===== src/rtl/updn_pkg.sv =====
package updn_pkg;
   typedef enum logic [1:0] {
      STEP_HOLD = 2'b00,
      STEP_INC  = 2'b01,
      STEP_DEC  = 2'b10
   } step_t;

   localparam int unsigned LANE_UP = 0;
   localparam int unsigned LANE_DN = 1;
   localparam int unsigned LANES   = 2;

   function automatic step_t pick_step(input logic inc, input logic dec);
      if (inc && !dec)      return STEP_INC;
      else if (dec && !inc) return STEP_DEC;
      else                  return STEP_HOLD;
   endfunction
endpackage


===== src/rtl/updn_rise_detect.sv =====
module updn_rise_detect #(
   parameter int unsigned LANES = 2
) (
   input  logic             clk,
   input  logic [LANES-1:0] lvl,
   output logic [LANES-1:0] rise
);
   if (LANES < 1) begin : g_bad_lanes
      $error("updn_rise_detect: LANES must be at least 1");
   end

   for (genvar i = 0; i < LANES; i++) begin : g_lane
      logic hist;
      always_ff @(posedge clk) begin
         hist <= lvl[i];
      end
      assign rise[i] = lvl[i] & ~hist;
   end
endmodule


===== src/rtl/updn_step_core.sv =====
module updn_step_core
   import updn_pkg::*;
#(
   parameter int unsigned WIDTH = 4
) (
   input  logic             clk,
   input  logic             clear,
   input  logic             load,
   input  logic [WIDTH-1:0] preset,
   input  step_t            step,
   output logic [WIDTH-1:0] count
);
   localparam logic [WIDTH-1:0] ONE = WIDTH'(1);

   logic [WIDTH-1:0] cnt_q;

   always_ff @(posedge clk) begin
      if (clear)
         cnt_q <= '0;
      else if (load)
         cnt_q <= preset;
      else begin
         unique case (step)
            STEP_INC: cnt_q <= cnt_q + ONE;
            STEP_DEC: cnt_q <= cnt_q - ONE;
            default:  cnt_q <= cnt_q;
         endcase
      end
   end

   assign count = cnt_q;
endmodule


===== src/rtl/updn_terminal.sv =====
module updn_terminal #(
   parameter int unsigned WIDTH = 4
) (
   input  logic [WIDTH-1:0] count,
   input  logic             up_lvl,
   input  logic             dn_lvl,
   output logic             carry_n,
   output logic             borrow_n
);
   localparam logic [WIDTH-1:0] TOP_VAL = '1;
   localparam logic [WIDTH-1:0] BOT_VAL = '0;

   logic at_top, at_bot;

   assign at_top   = (count == TOP_VAL);
   assign at_bot   = (count == BOT_VAL);
   assign carry_n  = ~(at_top & ~up_lvl);
   assign borrow_n = ~(at_bot & ~dn_lvl);
endmodule


===== src/rtl/updn_cascade_counter.sv =====
module updn_cascade_counter
   import updn_pkg::*;
#(
   parameter int unsigned WIDTH = 4
) (
   input  logic             clk,
   input  logic             mr,
   input  logic             load_n,
   input  logic [WIDTH-1:0] preset,
   input  logic             up_pulse,
   input  logic             dn_pulse,
   output logic [WIDTH-1:0] count,
   output logic             carry_n,
   output logic             borrow_n
);
   if (WIDTH < 1 || WIDTH > 32) begin : g_bad_width
      $error("updn_cascade_counter: WIDTH must lie in 1..32");
   end

   logic [LANES-1:0] lvl, rise;
   step_t            step;

   assign lvl[LANE_UP] = up_pulse;
   assign lvl[LANE_DN] = dn_pulse;

   updn_rise_detect #(.LANES(LANES)) u_rise (
      .clk  (clk),
      .lvl  (lvl),
      .rise (rise)
   );

   always_comb begin
      step = pick_step(rise[LANE_UP], rise[LANE_DN]);
   end

   updn_step_core #(.WIDTH(WIDTH)) u_core (
      .clk    (clk),
      .clear  (mr),
      .load   (~load_n),
      .preset (preset),
      .step   (step),
      .count  (count)
   );

   updn_terminal #(.WIDTH(WIDTH)) u_term (
      .count    (count),
      .up_lvl   (up_pulse),
      .dn_lvl   (dn_pulse),
      .carry_n  (carry_n),
      .borrow_n (borrow_n)
   );
endmodule


===== config.mk =====
export PLATFORM = sky130hd
export DESIGN_NAME = updn_cascade_counter
export DESIGN_NICKNAME = d
export VERILOG_FILES = /design/src/rtl/updn_pkg.sv /design/src/rtl/updn_rise_detect.sv /design/src/rtl/updn_step_core.sv /design/src/rtl/updn_terminal.sv /design/src/rtl/updn_cascade_counter.sv
export SDC_FILE = /design/constraint.sdc
export NUM_CORES = 1
export LEC_CHECK = 0
export ABC_AREA = 1
export BUFFER_PORTS_ARGS = -buffer_cell sky130_fd_sc_hd__buf_2
export CAP_MARGIN = 40
export CORE_AREA = 2 2 39 41
export CTS_CLUSTER_DIAMETER = 30
export DETAILED_ROUTE_END_ITERATION = 10
export DIE_AREA = 0 0 41 43
export PLACE_DENSITY_LB_ADDON = 0.3
export SYNTH_ARGS = -nofsm -noshare
export SYNTH_HDL_FRONTEND = slang
export SYNTH_SLANG_ARGS = --single-unit

===== constraint.sdc =====
create_clock -name clk -period 1.9 [get_ports clk]
set_clock_uncertainty 0.15 [all_clocks]
set_input_delay 0.19 -clock clk [delete_from_list [all_inputs] [get_ports clk]]
set_output_delay 0.19 -clock clk [all_outputs]
set_load 0.03 [all_outputs]

-- Yosys cells after proc, flatten, opt, wreduce, memory -nomap -nowiden
Cells that the tools add are included.
- register bits after elaboration: 6
- bits in latches: 0
- bits in writable memories: 0
- memory bits (read-only): 0
- input bits: 9
- memories: 0
- add/sub/neg operators: 2
- $mul: 0
- divide/modulo/power cells: 0
- magnitude comparators: 0
- eq/ne operators: 4
- shifts and indexed selects: 0
- mux-type cells: 4
- bitwise gates (word level): 10
- reductions and logical operators: 5
- operators by type and width (cell ; number):
    $pmux 4 s2 ; 1
    $not 1->1 ; 6
    $add 4x1->4 const B ; 1
    $and 1x1->1 ; 4
    $eq 4x4->1 const B ; 1
    $logic_not 4->1 ; 1
    $mux 2 ; 2
    $mux 4 ; 1
    $sub 4x1->4 const B ; 1
    $ne 3x1->1 const B ; 1
    $eq 2x1->1 const B ; 1
    $eq 2x2->1 const B ; 1
    $logic_and 1x1->1 ; 2
    $logic_not 1->1 ; 2

-- Logic depth before layout (Yosys ltp)
Gate-level depths: netlist of the first run.
- depth after elaboration: 9
- mapped depth: 13
- gate-level depth less buffers: 13

-- By module
Synthesis of the first run repeated with hierarchy kept, for this count alone.
- cells, all modules: 74
- area total of the unflattened synthesis: 441.7 µm²
- by module, submodules not included (module ; instances ; cells an instance ; area each (µm²) ; sequential area each (µm²)):
    updn_step_core ; 1 ; 54 ; 327.8 ; 80.1
    updn_rise_detect ; 1 ; 6 ; 60.1 ; 40.0
    updn_terminal ; 1 ; 9 ; 35.0 ; 0.0
    updn_cascade_counter ; 1 ; 5 ; 18.8 ; 0.0

-- Least setup slack after synthesis of the first run
Ideal clock, no wire load.
- kind: register to register
- start: register u_core.cnt_q[1] (netlist: u_core.count[1])
- end: register u_core.cnt_q[2] (netlist: u_core.count[2])
- arrival time: 1378 ps
- data required time: 1627 ps
- slack: 248 ps
- stages on the path, launching flop included: 11
- clock period less this slack: 1652 ps
- cell sequence: dfxtp_1 -> nand3_1 -> nand2_1 -> inv_1 -> ha_1 -> inv_1 -> nand2_1 -> nand2_1 -> nand2_1 -> o221ai_1 -> a21oi_1
- cells in the longest elaborated chain, start to end: 3
- elaborated cells between the ends (all ways): 4
- RTL lines (item ; line ; source):
    start: declaration ; updn_step_core.sv:15 ; logic [WIDTH-1:0] cnt_q;
    start signal: assignment ; updn_step_core.sv:21 ; cnt_q <= preset;
    start signal: assignment ; updn_step_core.sv:24 ; STEP_INC: cnt_q <= cnt_q + ONE;
    start signal: assignment ; updn_step_core.sv:25 ; STEP_DEC: cnt_q <= cnt_q - ONE;
    $sub 4x1->4 / $add 4x1->4 (equally long branches) ; updn_step_core.sv:25, updn_step_core.sv:24 ;
    $pmux 4 s2 (*) ; updn_step_core.sv:23 ; unique case (step)
    $mux 4 (*) ; updn_step_core.sv:20 ; else if (load)
Every way passes the cells marked *; elsewhere a longest branch is shown, timed or not.
A chain may end at the register's enable or synchronous reset.

-- Worst setup path after layout of the first run
- start: input up_pulse
- end: register u_core.cnt_q[2] (netlist: u_core.count[2])
- cells in the longest elaborated chain, start to end: 8
- elaborated cells between the ends (all ways): 11
- RTL lines (item ; line ; source):
    start: declaration ; updn_cascade_counter.sv:10 ; input logic up_pulse,
    $and 1x1->1 (*) ; updn_rise_detect.sv:17 ; assign rise[i] = lvl[i] & ~hist;
    $logic_not 1->1 ; updn_pkg.sv:14 ; else if (dec && !inc) return STEP_DEC;
    $logic_and 1x1->1 ; updn_pkg.sv:14 ;
    $mux 2 ; updn_pkg.sv:14 ;
    $mux 2 (*) ; updn_pkg.sv:13 ; if (inc && !dec) return STEP_INC;
    $eq 2x2->1 / $eq 2x1->1 (equally long branches) ; updn_step_core.sv:23 ;
    $pmux 4 s2 ; updn_step_core.sv:23 ;
    $mux 4 ; updn_step_core.sv:20 ;
Marks and branches as above.

==> results.sh, run 1 <==
export IMPL_outcome="completed"
export IMPL_num_vias=456
export IMPL_synthAdderAreaFrac=0.0302
export IMPL_fin_nets=94
export IMPL_place_ws_ns=0.265
export IMPL_ctsHtreeMaxLevel=1
export IMPL_clockBufferDepth=2
export IMPL_core_area_um2=1380
export IMPL_worst_pin_slew_ns=0.253
export IMPL_avgSynthCellArea_um2=6.57
export IMPL_layout_cells_non_filler=98
export IMPL_viasPerCell=4.65
export IMPL_drtIter0Drc=7
export IMPL_yosys_warnings=0
export IMPL_synth_edf_count=0
export IMPL_synth_top_family_by_area="simple AND/OR/NAND/NOR gates"
export IMPL_grt_pass1_wl_um=1550
export IMPL_place_congestion=0.739
export IMPL_globalRoute_totalOverflow=0
export IMPL_synth_seq_cells=6
export IMPL_ff2ff_path_depth=10
export IMPL_grtUsageTotal=0.134
export IMPL_reg2reg_to="u_core.count[2]"
export IMPL_ys_flop_type="dfxtp_1"
export IMPL_rows=14
export IMPL_utilization=0.429
export IMPL_power_density_nw_per_um2=687
export IMPL_peakVddDrop_uv=274
export IMPL_p_total_uw=407
export IMPL_grt_max_degree=9
export IMPL_yosysUniqueCellTypes=20
export IMPL_slew_violations=0
export IMPL_leakagePower_nw=0.298
export IMPL_dr_pass1_iters=4
export IMPL_hold_path_class="in -> reg"
export IMPL_ios=15
export IMPL_crit_fanout=4
export IMPL_initial_core_util=0.299
export IMPL_rr_startpoint="u_rise.g_lane[1].hist"
export IMPL_synthToLayoutAreaGrowth_pct=43.2
export IMPL_maxCapViolations=0
export IMPL_wirelength_um=1040
export IMPL_crit_path_start_kind="primary input"
export IMPL_setup_viol=0
export IMPL_critPathLaunch="up_pulse"
export IMPL_final_layout_size_suffix_gt1_frac=0.341
export IMPL_postSynthCellCount=63
export IMPL_grt_pass1_vias=397
export IMPL_drc_errors=0
export IMPL_relSlewSlack=0.831
export IMPL_yosys_area_share_simple=0.335
export IMPL_clock_sinks=6
export IMPL_critPathKind="in -> reg"
export IMPL_cts_buffers=3
export IMPL_tritoncts="yes"
export IMPL_dp_cells=91
export IMPL_synthArstFlopShare=0
export IMPL_io_buffers=14
export IMPL_die_x_um=41
export IMPL_antenna_cells=0
export IMPL_die_height_um=43
export IMPL_synth_compound_area_frac=0.142
export IMPL_fill_cells=151
export IMPL_synthXorXnorAreaFrac=0.0211
export IMPL_fp_dieArea_um2=1760
export IMPL_end_kind="flip-flop"
export IMPL_min_period_over_period=0.949
export IMPL_worstPathRequired_ns=1.92
export IMPL_avgRoutedWirePerCell_um=10.6
export IMPL_ys_seq_area_frac=0.290
export IMPL_reg2reg_slack_ns=0.29
export IMPL_setup_slack_ns=0.0964
export IMPL_final_min_clock_period_ns=1.80
export IMPL_crit_path_end="u_core.count[2]"
export IMPL_ant_nets=0
export IMPL_muxShareOfSynthArea=0.0242
export IMPL_fin_tns_setup_ns=0
export IMPL_clockRootBuffer="clkbuf_4"
export IMPL_dp_hpwl_um=748
export IMPL_cp_arrival_ns=1.83
export IMPL_synth_area_um2=414
export IMPL_antenna_found_initial=0
export IMPL_final_hold_viol_count=0
export IMPL_synthesis_nets=73
export IMPL_fmax_mhz=554
export IMPL_hold_depth=3
export IMPL_path_clk_slew_ns=0.04
export IMPL_clk_latency_ns=0.24
==> sequential cells by signal, indices dropped and copies added, names as in the netlist <==
signal and flops:
u_rise.g_lane.hist 2, u_core.count 4
==> how the worst min path moves through the flow <==
stage / from / end
after floorplan: up_pulse / u_rise.g_lane[0].hist
after global placement: dn_pulse / u_rise.g_lane[1].hist
after detailed placement: dn_pulse / u_rise.g_lane[1].hist
after CTS: preset[0] / u_core.count[0]
after global routing: preset[2] / u_core.count[2]
final: preset[2] / u_core.count[2]
==> logic make-up (layout without fill, tap and decap cells) <==
group / after synthesis / after routing
mux: 1 / 1
simple gates: 30 / 30
buf+inv: 14 / 33
compound gates: 10 / 10
xor+xnor: 1 / 1
fa+ha+maj: 1 / 1
flops: 6 / 6
==> stage by stage <==
stage	cell area (um^2)	hold slack, ns
final	593	0.157
after global routing	593	0.175
after CTS	538	0.149
after detailed placement	485	0.171
after global placement	485	0.168
after floorplan	414	0.0677
==> timing repair <==
| action | 4_1_cts | 5_1_grt |
|---|---|---|
| endpoints found under the hold margin | 3 | 0 |
| setup buffers | 0 | 1 |
| gates resized for setup | 0 | 12 |
| endpoints found under the setup margin | 0 | 2 |
| hold buffers | 3 | 0 |
==> layout make-up <==
cell class,count,area [um^2],area share
Clock buffer,3,22.5,0.0380
Inverter,12,46.3,0.0781
Multi-Input combinational cell,43,270,0.456
Sequential cell,6,120,0.203
Tap cell,16,20.0,0.0338
Timing Repair Buffer,18,114,0.192
==> worst max-delay path, stage by stage <==
cell and delay (ns):
dlygate4sd3_1 0.55, buf_6 0.11, nand2_4 0.07, nand2_4 0.09, nand2_4 0.06, nand2_1 0.07
inv_2 0.04, ha_1 0.16, inv_1 0.06, nand2_2 0.06, nor2_2 0.12, o221ai_2 0.10
a21oi_1 0.14
==> placed cells by master (no fill, tap or decap), types with 2 or more instances in the layout <==
cell and instances:
a211oi_1 2, a21oi_1 2, buf_2 13, clkbuf_4 3, dfxtp_1 6, dlygate4sd3_1 3, inv_1 10, nand2_1 11
nand2_4 3, nand3_1 6, nor2_1 3, nor3_1 2, o21ai_0 3, o21ai_1 2
==> synth_stat cells, drive strengths merged, types with 2 or more instances <==
cell,instances,area share
a211oi,2,0.036
a21oi,2,0.024
buf,2,0.045
dfxtp,6,0.29
inv,11,0.10
nand2,15,0.15
nand3,7,0.085
nor2,5,0.063
nor3,2,0.024
o21ai,5,0.060
==> report_power, final <==
part / total [mW] / switching, mW / internal [mW]
logic: 0.137 / 0.0838 / 0.0536
registers: 0.154 / 0.0162 / 0.137
clock network: 0.116 / 0.0447 / 0.0714
==> layer usage <==
metal	part of all wire	vias up	wire length, um	track usage
li1	-	240	-	-
met1	0.42	206	436	0.141
met2	0.54	10	555	0.222
met3	0.043	0	45	0.0785
met4	0	0	0	0.0200
met5	0	-	0	0
(Power assumes the default switching activity.)
==> run 2, diff against run 1 <==
==> constraint.sdc (replaced) <==
create_clock -name clk -period 1.9 [get_ports clk]
set_clock_uncertainty 0.15 [all_clocks]
set_input_delay 0.285 -clock clk [delete_from_list [all_inputs] [get_ports clk]]
set_output_delay 0.285 -clock clk [all_outputs]
set_load 0.03 [all_outputs]
==> results.sh, run 2 (synthesized netlist as in run 1, its figures left out) <==
export IMPL_wirelength_um=915
export IMPL_worstPathRequired_ns=1.87
export IMPL_worst_pin_slew_ns=0.269
export IMPL_fin_tns_setup_ns=0
export IMPL_ant_nets=0
export IMPL_grtUsageTotal=0.130
export IMPL_clock_sinks=6
export IMPL_power_density_nw_per_um2=756
export IMPL_utilization=0.367
export IMPL_antenna_found_initial=0
export IMPL_leakagePower_nw=0.269
export IMPL_slew_violations=0
export IMPL_critPathKind="reg -> reg"
export IMPL_setup_viol=0
export IMPL_crit_top_cell="nand2_1"
export IMPL_cts_resized_gates=0
export IMPL_synthToLayoutAreaGrowth_pct=22.7
export IMPL_postCtsSetupBuffers=0
export IMPL_drtIter0Drc=12
export IMPL_final_common_cell="buf_2"
export IMPL_final_area_um2=508
export IMPL_multiInputGateArea_um2=229
export IMPL_avgRoutedWirePerCell_um=9.73
export IMPL_slowest_stage="dfxtp_1"
export IMPL_p_total_uw=384
export IMPL_tritoncts="yes"
export IMPL_cp_top_family="simple AND/OR/NAND/NOR gates"
export IMPL_final_min_clock_period_ns=1.62
export IMPL_critPathMaxStageDelay_ns=0.29
export IMPL_cp_arrival_ns=1.59
export IMPL_reg2reg_slack_ns=0.28
export IMPL_rsz0062_at_grt="false"
export IMPL_globalRoute_totalOverflow=0
export IMPL_clockRootBuffer="clkbuf_4"
export IMPL_io_buffers=14
export IMPL_grt_max_degree=9
export IMPL_die_x_um=41
export IMPL_die_height_um=43
export IMPL_ios=15
export IMPL_relSlewSlack=0.820
export IMPL_end_kind="flip-flop"
export IMPL_initial_core_util=0.299
export IMPL_seqCellArea_um2=120
export IMPL_maxCapViolations=0
export IMPL_place_ws_ns=0.174
export IMPL_final_hold_viol_count=0
export IMPL_dp_hpwl_um=727
export IMPL_cts_buffers=3
export IMPL_setup_slack_ns=0.279
export IMPL_fmax_mhz=617
export IMPL_fin_hold_ws_ns=0.0160
export IMPL_peakVddDrop_uv=374
export IMPL_min_period_over_period=0.853
export IMPL_crit_path_start_kind="flip-flop"
export IMPL_postPlaceCellArea_um2=485
export IMPL_dp_cells=91
export IMPL_crit_chain="inv_1, nand2_2, nand2_2, nand2_1, nand2_1, inv_1, ha_1, inv_1, nand2_1, nand2_1, nand2_1, o221ai_1, a21oi_1"
export IMPL_largest_reg_flops=4
export IMPL_clk_latency_ns=0.25
export IMPL_fp_dieArea_um2=1760
export IMPL_place_congestion=0.723
export IMPL_dr_pass1_iters=4
export IMPL_drc_errors=0
export IMPL_ctsHtreeMaxLevel=1
export IMPL_core_area_um2=1380
export IMPL_num_vias=440
export IMPL_crit_fanout=4
export IMPL_cp_buffers_inverters=3
export IMPL_path_clk_slew_ns=0.05
export IMPL_hold_path_class="in -> reg"
export IMPL_clockBufferDepth=2
export IMPL_ctsHoldBuffers=0
export IMPL_grt_pass1_vias=436
export IMPL_outcome="completed"
export IMPL_fill_cells=162
export IMPL_rows=14
export IMPL_grt_pass1_wl_um=1550
export IMPL_final_cell_mix="buf_2 (14), nand2_1 (13), inv_1 (11)"
export IMPL_fin_nets=90
export IMPL_layout_cells_non_filler=94
export IMPL_antenna_cells=0
export IMPL_viasPerCell=4.68
export IMPL_final_layout_size_suffix_gt1_frac=0.269
-- run 2: worst reg2reg max path, cell delays in order (launching register included) --
cell and delay, ns:
dfxtp_1 0.29, inv_1 0.05, nand2_2 0.07, nand2_2 0.11
nand2_1 0.09, nand2_1 0.06, inv_1 0.05, ha_1 0.17
inv_1 0.05, nand2_1 0.06, nand2_1 0.07, nand2_1 0.04
o221ai_1 0.15, a21oi_1 0.08
-- run 2: area by class of cell --
cell class | instances | share of cell area
flip-flops and latches | 6 | 0.236
clock buffers | 3 | 0.0443
multi-input cells | 43 | 0.451
well taps | 16 | 0.0394
inverters | 12 | 0.0911
repair buffers | 14 | 0.138
-- run 2: final timing paths --
kind,depth (start not counted),start,to
worst max-delay path,13,u_rise.g_lane[0].hist,u_core.count[2]
worst min-delay path,1,dn_pulse,u_rise.g_lane[1].hist
worst max register to register,13,u_rise.g_lane[0].hist,u_core.count[2]
worst min register to register,2,u_core.count[3],u_core.count[3]
-- run 2: metal layers --
layer / routed length (um) / GRT usage
met5: 0 / 0
met4: 0 / 0.0600
met3: 38 / 0.0471
met2: 486 / 0.222
met1: 390 / 0.129
-- run 2: where the power goes --
group,leakage (nW),internal (mW),switching (mW)
clock,0.0138,0.0716,0.0474
sequential,0.0501,0.137,0.0149
combinational,0.205,0.0401,0.0726
